File: src/rtl/alarm_match_pkg.sv
package alarm_match_pkg;

  localparam int FIELD_CNT = 5;   // month, day, hour, minute, second
  localparam int FIELD_W   = 7;   // widest BCD field
  localparam int DATA_W    = 8;
  localparam int FLAG_BIT  = 6;   // alarm flag position in flags byte
  localparam int EN_BIT    = 7;   // interrupt enable in month byte
  localparam int SQW_BIT   = 6;   // square-wave enable in month byte

  // field index order equals address order
  localparam int IDX_MON  = 0;
  localparam int IDX_DAY  = 1;
  localparam int IDX_HOUR = 2;
  localparam int IDX_MIN  = 3;
  localparam int IDX_SEC  = 4;

  typedef enum logic [1:0] {
    RD_NONE  = 2'd0,
    RD_FIELD = 2'd1,
    RD_FLAGS = 2'd2
  } rdSel_t;

  typedef struct packed {
    logic [FIELD_CNT-1:0] wrField;
    logic                 wrFlags;
    rdSel_t               rdSel;
    logic [2:0]           rdIdx;
  } ctrlStrobe_t;

  function automatic logic [FIELD_W-1:0] fieldMask(input int idx);
    if (idx == IDX_MIN || idx == IDX_SEC) return 7'h7F;
    return 7'h3F;
  endfunction

endpackage

File: src/rtl/alarm_match_ctrl.sv
module alarm_match_ctrl
  import alarm_match_pkg::*;
#(
  parameter int ADDR_W     = 3,
  parameter int ALARM_BASE = 0,
  parameter int FLAG_ADDR  = 5
) (
  input  logic [ADDR_W-1:0] regAddr,
  input  logic              regWrEn,
  output ctrlStrobe_t       strobe
);

  localparam int ALARM_LAST = ALARM_BASE + FIELD_CNT - 1;

  logic [FIELD_CNT-1:0] fieldSel;

  for (genvar i = 0; i < FIELD_CNT; i++) begin : g_sel
    assign fieldSel[i] = (regAddr == ADDR_W'(ALARM_BASE + i));
  end

  logic flagSel;
  assign flagSel = (regAddr == ADDR_W'(FLAG_ADDR));

  always_comb begin
    strobe         = '0;
    strobe.wrField = fieldSel & {FIELD_CNT{regWrEn}};
    strobe.wrFlags = flagSel & regWrEn;
    strobe.rdSel   = RD_NONE;
    strobe.rdIdx   = '0;
    if (int'(regAddr) >= ALARM_BASE && int'(regAddr) <= ALARM_LAST) begin
      strobe.rdSel = RD_FIELD;
      strobe.rdIdx = 3'(int'(regAddr) - ALARM_BASE);
    end else if (flagSel) begin
      strobe.rdSel = RD_FLAGS;
    end
  end

endmodule

File: src/rtl/alarm_match_datapath.sv
module alarm_match_datapath
  import alarm_match_pkg::*;
(
  input  logic                              clk,
  input  logic                              rstN,
  input  ctrlStrobe_t                       strobe,
  input  logic [DATA_W-1:0]                 wrData,
  input  logic [FIELD_CNT-1:0][FIELD_W-1:0] timeField,
  input  logic                              secTick,
  output logic [DATA_W-1:0]                 rdData,
  output logic                              flagQ,
  output logic                              alarmEnQ,
  output logic                              sqwEnQ,
  output logic                              matchEvent
);

  logic [FIELD_CNT-1:0][FIELD_W-1:0] fieldQ;
  logic [FIELD_CNT-1:0]              fieldHit;

  for (genvar i = 0; i < FIELD_CNT; i++) begin : g_field
    localparam logic [FIELD_W-1:0] MASK = fieldMask(i);

    always_ff @(posedge clk) begin
      if (!rstN)               fieldQ[i] <= '0;
      else if (strobe.wrField[i]) fieldQ[i] <= wrData[FIELD_W-1:0] & MASK;
    end

    assign fieldHit[i] = (fieldQ[i] == (timeField[i] & MASK));
  end

  // control bits that share the month byte
  always_ff @(posedge clk) begin
    if (!rstN) begin
      alarmEnQ <= 1'b0;
      sqwEnQ   <= 1'b0;
    end else if (strobe.wrField[IDX_MON]) begin
      alarmEnQ <= wrData[EN_BIT];
      sqwEnQ   <= wrData[SQW_BIT];
    end
  end

  assign matchEvent = secTick & (&fieldHit);

  // a new match outranks a clearing write
  logic clearReq;
  assign clearReq = strobe.wrFlags & ~wrData[FLAG_BIT];

  always_ff @(posedge clk) begin
    if (!rstN)           flagQ <= 1'b0;
    else if (matchEvent) flagQ <= 1'b1;
    else if (clearReq)   flagQ <= 1'b0;
  end

  always_comb begin
    rdData = '0;
    unique case (strobe.rdSel)
      RD_FIELD: begin
        rdData[FIELD_W-1:0] = fieldQ[strobe.rdIdx];
        if (strobe.rdIdx == 3'(IDX_MON)) begin
          rdData[EN_BIT]  = alarmEnQ;
          rdData[SQW_BIT] = sqwEnQ;
        end
      end
      RD_FLAGS: rdData[FLAG_BIT] = flagQ;
      default:  rdData = '0;
    endcase
  end

endmodule

File: src/rtl/alarm_match_unit.sv
module alarm_match_unit
  import alarm_match_pkg::*;
#(
  parameter int ADDR_W     = 3,
  parameter int ALARM_BASE = 0,
  parameter int FLAG_ADDR  = 5
) (
  input  logic              clk,
  input  logic              rstN,
  input  logic [ADDR_W-1:0] regAddr,
  input  logic [7:0]        regWrData,
  input  logic              regWrEn,
  output logic [7:0]        regRdData,
  input  logic [5:0]        timeMon,
  input  logic [5:0]        timeDay,
  input  logic [5:0]        timeHour,
  input  logic [6:0]        timeMin,
  input  logic [6:0]        timeSec,
  input  logic              secTick,
  output logic              alarmIrqN,
  output logic              sqwEnable
);

  ctrlStrobe_t                       strobe;
  logic [FIELD_CNT-1:0][FIELD_W-1:0] timeField;
  logic                              flagQ;
  logic                              alarmEnQ;
  logic                              matchEvent;

  assign timeField[IDX_MON]  = {1'b0, timeMon};
  assign timeField[IDX_DAY]  = {1'b0, timeDay};
  assign timeField[IDX_HOUR] = {1'b0, timeHour};
  assign timeField[IDX_MIN]  = timeMin;
  assign timeField[IDX_SEC]  = timeSec;

  alarm_match_ctrl #(
    .ADDR_W    (ADDR_W),
    .ALARM_BASE(ALARM_BASE),
    .FLAG_ADDR (FLAG_ADDR)
  ) ctrl_i (
    .regAddr(regAddr),
    .regWrEn(regWrEn),
    .strobe (strobe)
  );

  alarm_match_datapath dp_i (
    .clk       (clk),
    .rstN      (rstN),
    .strobe    (strobe),
    .wrData    (regWrData),
    .timeField (timeField),
    .secTick   (secTick),
    .rdData    (regRdData),
    .flagQ     (flagQ),
    .alarmEnQ  (alarmEnQ),
    .sqwEnQ    (sqwEnable),
    .matchEvent(matchEvent)
  );

  assign alarmIrqN = ~(flagQ & alarmEnQ);

endmodule

File: config.mk
export PLATFORM = sky130hd
export DESIGN_NAME = alarm_match_unit
export DESIGN_NICKNAME = d
export VERILOG_FILES = /design/src/rtl/alarm_match_pkg.sv /design/src/rtl/alarm_match_ctrl.sv /design/src/rtl/alarm_match_datapath.sv /design/src/rtl/alarm_match_unit.sv
export SDC_FILE = /design/constraint.sdc
export NUM_CORES = 1
export LEC_CHECK = 0
export CAP_MARGIN = 20
export CORE_MARGIN = 4
export CORE_UTILIZATION = 48
export DETAILED_ROUTE_END_ITERATION = 10
export PLACE_DENSITY = 0.87
export SYNTH_ARGS = -nofsm -noshare
export SYNTH_HDL_FRONTEND = slang
export SYNTH_HIERARCHICAL = 1
export SYNTH_SLANG_ARGS = --single-unit
File: constraint.sdc
create_clock -name clk -period 2.2 [get_ports clk]
set_input_delay 0.33 -clock clk [delete_from_list [all_inputs] [get_ports clk]]
set_output_delay 0.33 -clock clk [all_outputs]
set_load 0.01 [all_outputs]
==> results of run 1 <==
==> power groups by stage <==
stage	logic (uW)	registers [uW]	clock network, uW
4_1_cts	287	660	611
6_report	290	660	601
3_3_place_gp	268	673	0
5_1_grt	310	661	634
3_5_place_dp	273	674	0
2_1_floorplan	116	670	0
==> registers in the layout (all words and copies together) (netlist names) <==
register / cells
dp_i/alarmEnQ: 1
dp_i/flagQ: 1
dp_i/sqwEnQ: 1
dp_i/fieldQ: 32
==> cell usage in the layout, fill, tap and decap left out, types with 2 or more instances in the layout <==
cell type	count
a21boi_1	2
xnor2_1	16
mux4_2	6
clkbuf_2	2
mux2i_1	34
nand4_1	4
buf_2	5
nand2b_1	6
xor2_1	16
buf_4	24
a21boi_0	4
ha_1	2
nand3_1	10
clkdlybuf4s50_1	45
dfxtp_1	35
and4bb_2	2
clkbuf_8	6
inv_1	3
nor4_1	5
buf_6	3
o21ai_0	2
and4b_1	3
dlygate4sd2_1	2
clkdlybuf4s15_2	2
nor2_1	35
==> timing repair <==
item / 4_1_cts / 5_1_grt
setup endpoints to repair: 8 / 6
gates resized for setup: 42 / 4
setup buffers: 6 / 0
==> layer usage <==
metal  GRT usage  up-vias
li1            -      897
met3      0.0592       13
met4       0.121        0
met1       0.288      895
met5           0        -
met2       0.394       85
==> final timing paths <==
path / from / endpoint / slack, ns / cells after the start
max: regAddr[0] / regRdData[6] / 0.07 / 9
min reg2reg: dp_i/alarmEnQ / dp_i/alarmEnQ / 0.52 / 2
min: dp_i/alarmEnQ / dp_i/alarmEnQ / 0.52 / 2
max reg2reg: dp_i/fieldQ[11] / dp_i/flagQ / 0.60 / 5
==> stage by stage <==
stage / TNS [ns] / hold slack (ns)
after global placement: -3.71 / 0.504
after CTS: 0 / 0.535
final: 0 / 0.523
after detailed placement: -4.17 / 0.517
after global routing: -0.00591 / 0.563
after floorplan: 0 / 0.476
==> worst register-to-register path: cells and delay by family, from the launching register on <==
| kind | cells | cell delay, ns |
|---|---|---|
| simple gates | 3 | 0.69 |
| flops | 1 | 0.34 |
| xor+xnor | 1 | 0.27 |
| compound gates | 1 | 0.23 |
==> area by class of cell <==
cell class / count / area, sq um / area share
clock buffers: 6 / 82.6 / 0.0281
multi-input cells: 160 / 1300 / 0.443
inverters: 4 / 15.0 / 0.00512
repair buffers: 83 / 739 / 0.252
clock inverters: 2 / 35.0 / 0.0119
flip-flops and latches: 35 / 701 / 0.239
well taps: 50 / 62.6 / 0.0213
==> impl_metrics.yaml, run 1 <==
sta:
  finalSetupViolCount: 0
  finalClockSkew_ns: 0.0108
  fmax_ghz: 0.470
  drv_slew: 0
  setup_ws_ns: 0.0720
  period_share: 0.967
  hold_viol: 0
  worstMarginPinSlew_ns: 0.354
  fin_crit_ns: 2.13
  slew_headroom: 0.762
placement:
  dpl_cell_area_sq_um: 2770
  port_buffers: 56
  place_inst: 326
  place_ws_ns: -0.570
  dpl.hpwl_mm: 4.35
  gp_congestion: 0.848
run:
  cap_violations: 0
floorplanning:
  core_sq_um: 4060
  pin_count: 57
  die_height_um: 73.2
  start_util: 0.503
  die_x_um: 73.2
  rows: 23
  die-area_sq_um: 5360
route:
  viasPerCell: 5.56
  drtPass1Iterations: 4
  drt_wl_total_mm: 5.97
  wl_met2_mm: 2.97
  final_antenna_net_count: 0
  drc: 0
  dr.max_layer_used: "met4"
  vias: 1890
  initialDrtViolationCount: 114
  route.met3.wl_um: 459
  wl_per_cell_um: 17.6
  wl_met1_mm: 2.42
hold_path:
  min_path_type: "flop to flop"
layout:
  drive_gt1_frac: 0.200
  final_util: 0.723
  area_growth_pct: 43.9
  n_antenna_cell: 0
  fillers: 288
  design_area_sq_um: 2930
  final_cells: 340
  fin_nets: 338
critical_path:
  cp.required_ns: 1.87
  critPathMaxFanout: 4
  crit_type: "primary input to output port"
  cpPeakStageDelay_ns: 0.25
  cp_slowest_cell: "dlygate4sd2_1"
  crit_arrival_ns: 1.80
  crit_chain: "dlygate4sd2_1, nor2b_4, buf_6, buf_4, nor3_1, o21ai_0, a32oi_1, nor2_1, clkdlybuf4s15_2"
  crit_path_end_kind: "output port"
  critPathBufInv: 4
  crit_family: "buffers and inverters"
  crit_path_start_kind: "primary input"
power_and_ir_drop:
  cell_internal_pwr_uw: 1180
  vdd_ir_drop_max_mv: 0.377
  power_leakage_uw: 0.00112
  power.total_uw: 1550
  power_density_nw_per_um2: 529
  switching_share: 0.238
  power_frac_seq: 0.425
  pwr-share-comb: 0.187
  power_switching_uw: 369
  p_clk_frac: 0.387
cts:
  max-clock-path-buffers: 2
  cts_sinks: 35
  tritoncts: "done"
  cts_buffers: 5
  hold_buffers: 0
  cts_root_buf: "clkbuf_8"
  clkLatencyLatePin_ns: 0.29
  cts.clk_slew.worst_paths_ns: 0.08
  h-tree-depth: 2
synthesis:
  avgSynthCellArea_sq_um: 9.67
  ys_warn_count: 6
  synthesis.area_sq_um: 2040
  synth_cells: 211
  mappedNetlistNets: 260
global_route:
  grt_pass1_wl_mm: 9.57
  gr-total-overflow: 0
  grt_max_degree: 33
  grt_pass1_vias: 1965
  antenna_found_initial: 0
  grt_usage: 0.239
status:
  status: "finished, final reports clean"
(Power assumes the default switching activity.)
==> inputs of run 2 (changes only) <==
--- a/config.mk
+++ b/config.mk
@@ -14,3 +14,4 @@
 export SYNTH_HDL_FRONTEND = slang
 export SYNTH_HIERARCHICAL = 1
 export SYNTH_SLANG_ARGS = --single-unit
+export TNS_END_PERCENT = 50
==> results of run 2 <==
Final layout, timing and power as in run 1 (identical DEF).
